==> config.mk <==
export PLATFORM = sky130hd
export DESIGN_NAME = ssi_link
export DESIGN_NICKNAME = d
export VERILOG_FILES = /design/src/rtl/ssi_pkg.sv /design/src/rtl/ssi_tick_gen.sv /design/src/rtl/ssi_shift_fsm.sv /design/src/rtl/ssi_link.sv
export SDC_FILE = /design/constraint.sdc
export NUM_CORES = 1
export LEC_CHECK = 0
export BUFFER_PORTS_ARGS = -buffer_cell sky130_fd_sc_hd__buf_2
export CAP_MARGIN = 20
export CORE_AREA = 2 2 102 104
export CTS_CLUSTER_DIAMETER = 100
export DETAILED_ROUTE_END_ITERATION = 6
export DIE_AREA = 0 0 104 106
export SLEW_MARGIN = 20
export SYNTH_ARGS = -nofsm -noshare
export SYNTH_HDL_FRONTEND = slang
export SYNTH_SLANG_ARGS = --single-unit
==> constraint.sdc <==
create_clock -name clk -period 3 [get_ports clk]
set_clock_uncertainty 0.2 [all_clocks]
set_input_delay 0.3 -clock clk [delete_from_list [all_inputs] [get_ports clk]]
set_output_delay 0.3 -clock clk [all_outputs]
set_load 0.05 [all_outputs]
==> src/rtl/ssi_pkg.sv <==
package ssi_pkg;
    localparam int WORD_W = 8;

    // control byte field positions (host-visible encoding)
    localparam int CF_RUN  = 0;
    localparam int CF_TX   = 1;
    localparam int CF_LINK = 2;
    localparam int CF_SRC  = 3;   // two bits: 4:3
    localparam int CF_EXT  = 5;

    localparam logic [1:0] ADDR_CTRL = 2'd0;
    localparam logic [1:0] ADDR_DATA = 2'd1;
    localparam logic [1:0] ADDR_STAT = 2'd2;

    typedef enum logic [2:0] {
        S_IDLE,
        S_START,
        S_LOW,
        S_HIGH,
        S_STOP_L,
        S_STOP_H
    } ssi_state_e;
endpackage

==> src/rtl/ssi_tick_gen.sv <==
module ssi_tick_gen #(
    parameter int SYNC_STAGES = 2
) (
    input  logic       clk,
    input  logic       rst_n,
    input  logic [1:0] src,
    input  logic       ext,
    input  logic       tmr_tick,
    input  logic       pre_tick,
    input  logic       tog_lvl,
    input  logic       sc_i,
    input  logic       sd_i,
    output logic       tick,
    output logic       sc_lvl,
    output logic       sd_lvl
);
    logic [SYNC_STAGES-1:0] sc_sync, sd_sync;
    logic sc_prev, tog_prev, int_tick;

    always_ff @(posedge clk or negedge rst_n) begin
        if (!rst_n) begin
            sc_sync  <= '1;
            sd_sync  <= '1;
            sc_prev  <= 1'b1;
            tog_prev <= 1'b0;
        end else begin
            sc_sync  <= {sc_sync[SYNC_STAGES-2:0], sc_i};
            sd_sync  <= {sd_sync[SYNC_STAGES-2:0], sd_i};
            sc_prev  <= sc_lvl;
            tog_prev <= tog_lvl;
        end
    end

    assign sc_lvl = sc_sync[SYNC_STAGES-1];
    assign sd_lvl = sd_sync[SYNC_STAGES-1];

    always_comb begin
        unique case (src)
            2'd0:    int_tick = 1'b1;
            2'd1:    int_tick = tmr_tick;
            2'd2:    int_tick = pre_tick;
            default: int_tick = tog_lvl & ~tog_prev;
        endcase
    end

    assign tick = ext ? (sc_lvl ^ sc_prev) : int_tick;
endmodule

==> src/rtl/ssi_shift_fsm.sv <==
module ssi_shift_fsm
    import ssi_pkg::*;
#(
    parameter int W = WORD_W
) (
    input  logic         clk,
    input  logic         rst_n,
    input  logic         tick,
    input  logic         run,
    input  logic         tx_dir,
    input  logic         link,
    input  logic         ext,
    input  logic         sc_lvl,
    input  logic         tx_full,
    input  logic [W-1:0] tx_word,
    input  logic         sd_in,
    output ssi_state_e   st,
    output logic         load,
    output logic         word_done,
    output logic [W-1:0] rx_word,
    output logic         sc_drv,
    output logic         sc_en,
    output logic         sd_drv,
    output logic         sd_en,
    output logic         msg_end,
    output logic         ser_out
);
    localparam int CNT_W = $clog2(W);
    localparam logic [CNT_W-1:0] LAST_BIT = CNT_W'(W - 1);

    ssi_state_e nxt;
    logic [W-1:0]     shreg;
    logic [CNT_W-1:0] bitcnt;
    logic             hold_bit;
    logic             go, framed;

    assign framed = link & ~ext;
    assign go     = run & (~tx_dir | tx_full);

    // next state
    always_comb begin
        nxt       = st;
        load      = 1'b0;
        word_done = 1'b0;
        unique case (st)
            S_IDLE: if (tick && go && (!ext || !sc_lvl)) begin
                load = 1'b1;
                nxt  = framed ? S_START : S_LOW;
            end
            S_START:  if (tick) nxt = S_LOW;
            S_LOW:    if (tick) nxt = S_HIGH;
            S_HIGH: if (tick) begin
                if (bitcnt == LAST_BIT) begin
                    word_done = 1'b1;
                    if (go) begin
                        load = 1'b1;
                        nxt  = S_LOW;
                    end else begin
                        nxt = framed ? S_STOP_L : S_IDLE;
                    end
                end else begin
                    nxt = S_LOW;
                end
            end
            S_STOP_L: if (tick) nxt = S_STOP_H;
            S_STOP_H: if (tick) nxt = S_IDLE;
            default:  nxt = S_IDLE;
        endcase
    end

    // state register and datapath
    always_ff @(posedge clk or negedge rst_n) begin
        if (!rst_n) begin
            st       <= S_IDLE;
            shreg    <= '1;
            bitcnt   <= '0;
            hold_bit <= 1'b1;
        end else begin
            st <= nxt;
            if (load) begin
                shreg  <= tx_dir ? tx_word : '1;
                bitcnt <= '0;
            end else if (st == S_HIGH && tick) begin
                shreg  <= rx_word;
                bitcnt <= bitcnt + 1'b1;
            end
            if (st == S_LOW) hold_bit <= shreg[W-1];
        end
    end

    assign rx_word = {shreg[W-2:0], sd_in};
    assign msg_end = word_done & tx_dir & ~tx_full;

    // pin outputs
    always_comb begin
        sc_en   = ~ext;
        sc_drv  = 1'b1;
        sd_drv  = 1'b1;
        sd_en   = tx_dir;
        ser_out = 1'b1;
        unique case (st)
            S_IDLE: begin
                sd_drv = framed ? 1'b1 : hold_bit;
                sd_en  = tx_dir | ~ext;
            end
            S_START: begin
                sd_drv = 1'b0;
                sd_en  = 1'b1;
            end
            S_LOW: begin
                sc_drv  = 1'b0;
                sd_drv  = shreg[W-1];
                ser_out = shreg[W-1];
            end
            S_HIGH: begin
                sd_drv  = shreg[W-1];
                ser_out = shreg[W-1];
            end
            S_STOP_L: begin
                sc_drv = 1'b0;
                sd_drv = 1'b0;
                sd_en  = 1'b1;
            end
            S_STOP_H: begin
                sd_drv = 1'b0;
                sd_en  = 1'b1;
            end
            default: ;
        endcase
    end
endmodule

==> src/rtl/ssi_link.sv <==
module ssi_link
    import ssi_pkg::*;
#(
    parameter int W           = WORD_W,
    parameter int SYNC_STAGES = 2
) (
    input  logic         clk,
    input  logic         rst_n,
    input  logic         reg_wr,
    input  logic         reg_rd,
    input  logic [1:0]   reg_addr,
    input  logic [W-1:0] reg_wdata,
    output logic [W-1:0] reg_rdata,
    input  logic         tmr_tick,
    input  logic         pre_tick,
    input  logic         tog_lvl,
    input  logic         sc_i,
    output logic         sc_o,
    output logic         sc_oe,
    input  logic         sd_i,
    output logic         sd_o,
    output logic         sd_oe,
    output logic         mod_data,
    output logic         msg_end,
    output logic         irq
);
    localparam logic [W-1:0] CFG_RST = W'(1) << CF_TX;

    logic [W-1:0] cfg, tx_buf, rx_buf, rx_word;
    logic         tx_full, rx_full;
    logic         tick, sc_lvl, sd_lvl, load, word_done;
    ssi_state_e   st;

    wire tx_dir = cfg[CF_TX];
    wire ext    = cfg[CF_EXT];

    ssi_tick_gen #(.SYNC_STAGES(SYNC_STAGES)) u_tick (
        .clk(clk), .rst_n(rst_n), .src(cfg[CF_SRC+1:CF_SRC]), .ext(ext),
        .tmr_tick(tmr_tick), .pre_tick(pre_tick), .tog_lvl(tog_lvl),
        .sc_i(sc_i), .sd_i(sd_i), .tick(tick), .sc_lvl(sc_lvl), .sd_lvl(sd_lvl)
    );

    ssi_shift_fsm #(.W(W)) u_fsm (
        .clk(clk), .rst_n(rst_n), .tick(tick), .run(cfg[CF_RUN]),
        .tx_dir(tx_dir), .link(cfg[CF_LINK]), .ext(ext), .sc_lvl(sc_lvl),
        .tx_full(tx_full), .tx_word(tx_buf), .sd_in(ext ? sd_lvl : sd_i),
        .st(st), .load(load), .word_done(word_done), .rx_word(rx_word),
        .sc_drv(sc_o), .sc_en(sc_oe), .sd_drv(sd_o), .sd_en(sd_oe),
        .msg_end(msg_end), .ser_out(mod_data)
    );

    always_ff @(posedge clk or negedge rst_n) begin
        if (!rst_n) begin
            cfg     <= CFG_RST;
            tx_buf  <= '0;
            tx_full <= 1'b0;
            rx_buf  <= '0;
            rx_full <= 1'b0;
        end else begin
            if (reg_wr && reg_addr == ADDR_CTRL) cfg <= reg_wdata;
            if (reg_wr && reg_addr == ADDR_DATA) begin
                tx_buf  <= reg_wdata;
                tx_full <= 1'b1;
            end else if (load && tx_dir) begin
                tx_full <= 1'b0;
            end
            if (word_done && !tx_dir) begin
                rx_buf  <= rx_word;
                rx_full <= 1'b1;
            end else if (reg_rd && reg_addr == ADDR_DATA) begin
                rx_full <= 1'b0;
            end
        end
    end

    always_comb begin
        unique case (reg_addr)
            ADDR_CTRL: reg_rdata = cfg;
            ADDR_DATA: reg_rdata = rx_buf;
            ADDR_STAT: reg_rdata = {{(W-2){1'b0}}, st != S_IDLE,
                                    tx_dir ? ~tx_full : rx_full};
            default:   reg_rdata = '0;
        endcase
    end

    assign irq = word_done;
endmodule

==> results of run 1 <==
-- report_power, final --
| group | switching, W | internal [W] |
|---|---|---|
| registers | 0.000147 | 0.000855 |
| clock network | 0.000222 | 0.000248 |
| logic | 0.000568 | 0.000346 |
| total | 0.000937 | 0.00145 |
-- registers in the layout, indices dropped and copies added, names as in the netlist, 2 cells and up --
signal and flops:
u_fsm.shreg 8, rx_buf 8, cfg 8, tx_buf 8, u_fsm.st 3, u_fsm.bitcnt 3, u_tick.sd_sync 2, u_tick.sc_sync 2
-- metal layers --
layer	wire length [um]	GRT usage (%)
met4	132	4.34
met3	424	3.37
met1	2800	15.7
met5	0	0
met2	2890	19.0
-- path summary, 6_finish.rpt --
check | startpoint | to | slack (ps) | depth (start not counted)
max reg2reg | cfg[3] | rx_buf[4] | 480 | 4
min in group asynchronous | rst_n | u_fsm.st[0] | 340 | 2
max | tog_lvl | rx_buf[4] | 360 | 6
max in group asynchronous | rst_n | tx_buf[1] | 1840 | 2
min reg2reg | u_tick.sc_sync[0] | u_tick.sc_sync[1] | 160 | 0
min | reg_wdata[1] | cfg[1] | 30 | 3
-- final cells by class --
type,instances,area [um^2]
tap,136,170
clock buffer,5,68.8
multi-input combinational,158,1140
fill,1061,7140
sequential,47,1190
inverter,5,18.8
timing repair buffer,40,230
clock inverter,3,43.8
-- cells by family (layout without fill, tap and decap cells) --
| kind of cell | count (synthesis) | after routing | synth area share [%] |
|---|---|---|---|
| and+or+nand+nor | 67 | 67 | 14.7 |
| AOI/OAI and AO/OA | 57 | 57 | 15.8 |
| DFF | 47 | 47 | 49.6 |
| muxes | 30 | 30 | 15.0 |
| buffers and inverters | 18 | 53 | 3.22 |
| adders and majority gates | 2 | 2 | 1.04 |
| xor gates and xnor gates | 2 | 2 | 0.727 |
-- per-stage QoR --
stage          std cells  area, um^2
2_1_floorplan        223        2410
4_1_cts              393        2850
6_report             394        2860
3_5_place_dp         382        2710
3_3_place_gp         382        2710
5_1_grt              394        2860
-- synth_stat cells (8+ instances only) --
master     instances  share of area, %
dfstp_2           15                16
mux2_2            16               7.5
mux2_4             8               5.0
o21ai_0           22               4.6
dfrtp_1           32                33
nor2_1            12               1.9
a31oi_1            8               2.1
nand2_1           16               2.5
nand3_1           12               2.5
clkbuf_1          10               1.6
a2111oi_0          9               3.3
nand2b_1          11               2.9
-- worst max-delay path, stage by stage --
cell	delay (ps)
dlygate4sd3_1	520
buf_2	120
nand4b_1	120
o2111a_2	330
or4_1	840
mux2_4	390
==> results by group, run 1 <==
Global route
  • First-pass GRT wire length: 10500 um
  • GR Util All Layers: 12.0%
  • Vias in the first global route: 2006
  • Initial antenna violation count: 0
  • Largest net degree at the start of global routing: 48
  • GRT overflow: 0

STA
  • RSZ-0062 raised after global routing: no
  • Total negative setup slack: 0 ps
  • Fmax: 379 MHz
  • Slew @ Worst Pin: 831 ps
  • Final setup vio count: 0
  • Final Cycle Share: 87.9%
  • Final worst setup slack: 363 ps
  • Worst hold margin: 27.6 ps
  • Hold Fails Final Rpt: 0
  • Slew Viols, Final: 0
  • Period minus WS final: 2640 ps
  • Slew HR: 44.4%

Pwr
  • Cell Pwr Density: 833 nW/um^2
  • Tot Pwr: 0.00239 W
  • Lkg Pwr: 1.23 nW
  • Maximum VDD drop: 0.315 mV

CTS
  • Hold-fix buffers, CTS: 3
  • TritonCTS buffer count: 5
  • Clock Latency Late Sink: 310 ps
  • TritonCTS sink count: 47
  • CTS Root Cell: clkbuf_8
  • Resized cells post-CTS: 0
  • Setup bufs post-CTS: 0
  • CTS tree: done
  • Worst-path clk slew: 80 ps
  • # H-tree levels: 2
  • Max clock buf depth: 2

Critical path
  • Crit path capture type: flop
  • Crit path launch type: primary input
  • Crit Path Class: primary input to flop
  • Crit path DAT: 2630 ps
  • Critical Path RT: 2990 ps
  • CP max FO: 27

Synth
  • Post-Synthesis Cell Area: 2410 um^2
  • Asr flop ratio synth: 100%
  • EDFF count, synth: 0
  • Post-synthesis sequential area ratio: 49.6%
  • Synth warn: 0
  • Count of cell types in the netlist: 41
  • Top_reg_cell synth: dfrtp_1
  • Post-synthesis register bit count: 47
  • Mapped Cells: 223
  • Syn Area/Cell: 10.8 um^2
  • Syn nets: 244

Final layout
  • # nets final: 278
  • Post-layout util: 28.6%
  • Area Overhead vs Synth: 18.8%
  • Share of layout cells above drive strength 1: 33.7%
  • Highest-count cells in the layout ignoring fill and taps: 32 x dfrtp_1, 32 x buf_2, 21 x o21ai_0, 16 x nand2_1, 16 x mux2_2
  • Number of diodes: 0

Run status
  • Status: completed

Place
  • Final HPWL DP: 4400 um
  • Dpl ws: 496 ps
  • Buffers added on ports: 33
  • Gpl congestion: 0.891

Drt
  • DRT iter0 DRCs: 210
  • Antenna Nets Post-Route: 0
  • Remaining DRCs: 0
  • Vias/cell: 4.83
  • Final wirelength: 6240 um
  • 1st-pass router iterations: 4
  • WL per Instance: 15.8 um
  • Vias: 1904

Floorplan
  • Die height: 106 um
  • Cell row count: 37
  • Core area: 10000 um^2
  • Starting density of the core: 24.1%
  • Die X: 104 um
  • Die area: 11000 um^2
  • I/O pin count: 34

Worst hold path
  • HP Class: primary input to flop

Job
  • Max-cap violations: 0
(Power assumes the default switching activity.)
==> run 2, diff against run 1 <==
--- a/config.mk
+++ b/config.mk
@@ -8,6 +8,7 @@
 export BUFFER_PORTS_ARGS = -buffer_cell sky130_fd_sc_hd__buf_2
 export CAP_MARGIN = 20
 export CORE_AREA = 2 2 102 104
+export CTS_BUF_LIST = sky130_fd_sc_hd__clkbuf_4
 export CTS_CLUSTER_DIAMETER = 100
 export DETAILED_ROUTE_END_ITERATION = 6
 export DIE_AREA = 0 0 104 106
==> run 2 against run 1 <==
Utilization grew 0.59 points. Via count grew 3.3%. Worst hold slack gained 140 ps. Power shrank 3.1%. First-iteration DRC count grew 23%. Setup slack gained 29 ps. Maximum frequency grew 1.1%. Die area is the same. Highest routed layer unchanged.
==> results by group, run 2 (synthesis gave the netlist of run 1 again) <==
Run status
  • Status: completed

CTS
  • Resized cells post-CTS: 0
  • Worst-path clk slew: 130 ps
  • Clock Latency Late Sink: 380 ps
  • # H-tree levels: 2
  • CTS Root Cell: clkbuf_4
  • Max clock buf depth: 2
  • CTS tree: done
  • TritonCTS buffer count: 5
  • TritonCTS sink count: 47

STA
  • Slew @ Worst Pin: 849 ps
  • Slew Viols, Final: 0
  • Total negative setup slack: 0 ps
  • Final Cycle Share: 86.9%
  • Period minus WS final: 2610 ps
  • Fmax: 383 MHz
  • RSZ-0062 raised after global routing: no
  • Slew HR: 43.2%
  • Final setup vio count: 0
  • Hold Fails Final Rpt: 0

Critical path
  • Crit path capture type: output port
  • Critical Path RT: 2500 ps
  • CP max FO: 11
  • Crit path DAT: 2110 ps
  • Crit path max-delay family: simple AND/OR/NAND/NOR gates
  • Stages on worst setup path: 6
  • Crit path launch type: flop
  • Max stage delay cell, worst path: dfrtp_1
  • Cell Chain, Critical Path: and3b_1 > a21boi_0 > buf_4 > and3_1 > nor2b_1 > buf_2
  • Crit Path Class: flop to output port
  • R2R depth: 4
  • Bufs and invs on worst path: 2
  • CP max stage delay: 500 ps

Drt
  • WL per Instance: 15.5 um
  • Vias: 1967
  • 1st-pass router iterations: 5
  • Final wirelength: 6260 um
  • Antenna Nets Post-Route: 0
  • Remaining DRCs: 0
  • DRT iter0 DRCs: 259
  • Vias/cell: 4.88

Final layout
  • Highest-count cells in the layout ignoring fill and taps: 32 x dfrtp_1, 32 x buf_2, 21 x o21ai_0, 16 x nand2_1, 16 x mux2_2
  • Area Overhead vs Synth: 21.3%
  • Number of diodes: 0
  • # fillers: 1058
  • # nets final: 287
  • Share of layout cells above drive strength 1: 32.6%

Pwr
  • Tot Pwr: 0.00231 W
  • Cell Pwr Density: 791 nW/um^2
  • Lkg Pwr: 1.25 nW
  • Maximum VDD drop: 0.309 mV

Floorplan
  • Die X: 104 um
  • I/O pin count: 34
  • Die height: 106 um
  • Cell row count: 37
  • Starting density of the core: 24.1%
  • Core area: 10000 um^2
  • Die area: 11000 um^2

Job
  • Max-cap violations: 0

Worst hold path
  • HP Class: flop to flop
  • Hold Path Stages: 0

Place
  • Gpl congestion: 0.891
  • Buffers added on ports: 33
  • Final HPWL DP: 4400 um

Global route
  • Vias in the first global route: 2063
  • GR Util All Layers: 12.1%
  • GRT overflow: 0
  • Initial antenna violation count: 0
  • First-pass GRT wire length: 10600 um
  • Largest net degree at the start of global routing: 48
==> run 2: changes by cell type in the layout (fill, tap and decap cells not counted), sizes merged <==
cell         delta
dlygate4sd3     +9
==> run 2: per-layer routing <==
metal / GRT usage [%] / part of all wire [%] / vias to the layer above
met3: 2.76 / 6.6 / 14
met2: 19.4 / 47 / 88
li1: - / - / 904
met4: 4.54 / 1.8 / 0
met1: 15.9 / 45 / 961
met5: 0 / 0 / -
==> run 2: report_power, final <==
| part | total [W] | switching [W] | internal [W] |
|---|---|---|---|
| Sequential | 0.00100 | 0.000146 | 0.000854 |
| Clock | 0.000390 | 0.000215 | 0.000176 |
| Combinational | 0.000921 | 0.000568 | 0.000353 |
==> run 2: layout make-up <==
type / instances / area, um^2 / share of cell area (%)
Sequential cell: 47 / 1190 / 40.9
Multi-Input combinational cell: 158 / 1140 / 38.9
Timing Repair Buffer: 49 / 320 / 11.0
Tap cell: 136 / 170 / 5.82
Clock inverter: 3 / 43.8 / 1.50
Clock buffer: 5 / 37.5 / 1.28
Inverter: 5 / 18.8 / 0.642
==> run 2: per-stage QoR <==
step | utilization, % | setup slack (ps) | cell area, um^2 | instances | hold slack, ps
after global routing | 29.2 | 163 | 2920 | 403 | 170
after detailed placement | 27.1 | 496 | 2710 | 382 | 148
after global placement | 27.1 | 545 | 2710 | 382 | 148
after floorplan | - | 274 | 2410 | 223 | -196
final | 29.2 | 392 | 2920 | 403 | 166
after CTS | 29.2 | 363 | 2920 | 403 | 168
==> run 2: repair_timing <==
action	CTS	global route
hold endpoints to repair	52	0
setup buffers	0	0
hold buffers	13	0
==> run 2: worst paths after layout <==
check / start / endpoint / slack (ps)
setup reg to reg: cfg[3] / rx_buf[4] / 470
hold / removal: u_tick.sc_sync[0] / u_tick.sc_sync[1] / 170
hold reg to reg: u_tick.sc_sync[0] / u_tick.sc_sync[1] / 170
max in group asynchronous: rst_n / tx_buf[1] / 1920
setup / recovery: u_fsm.st[2] / msg_end / 390
min in group asynchronous: rst_n / u_fsm.st[0] / 270
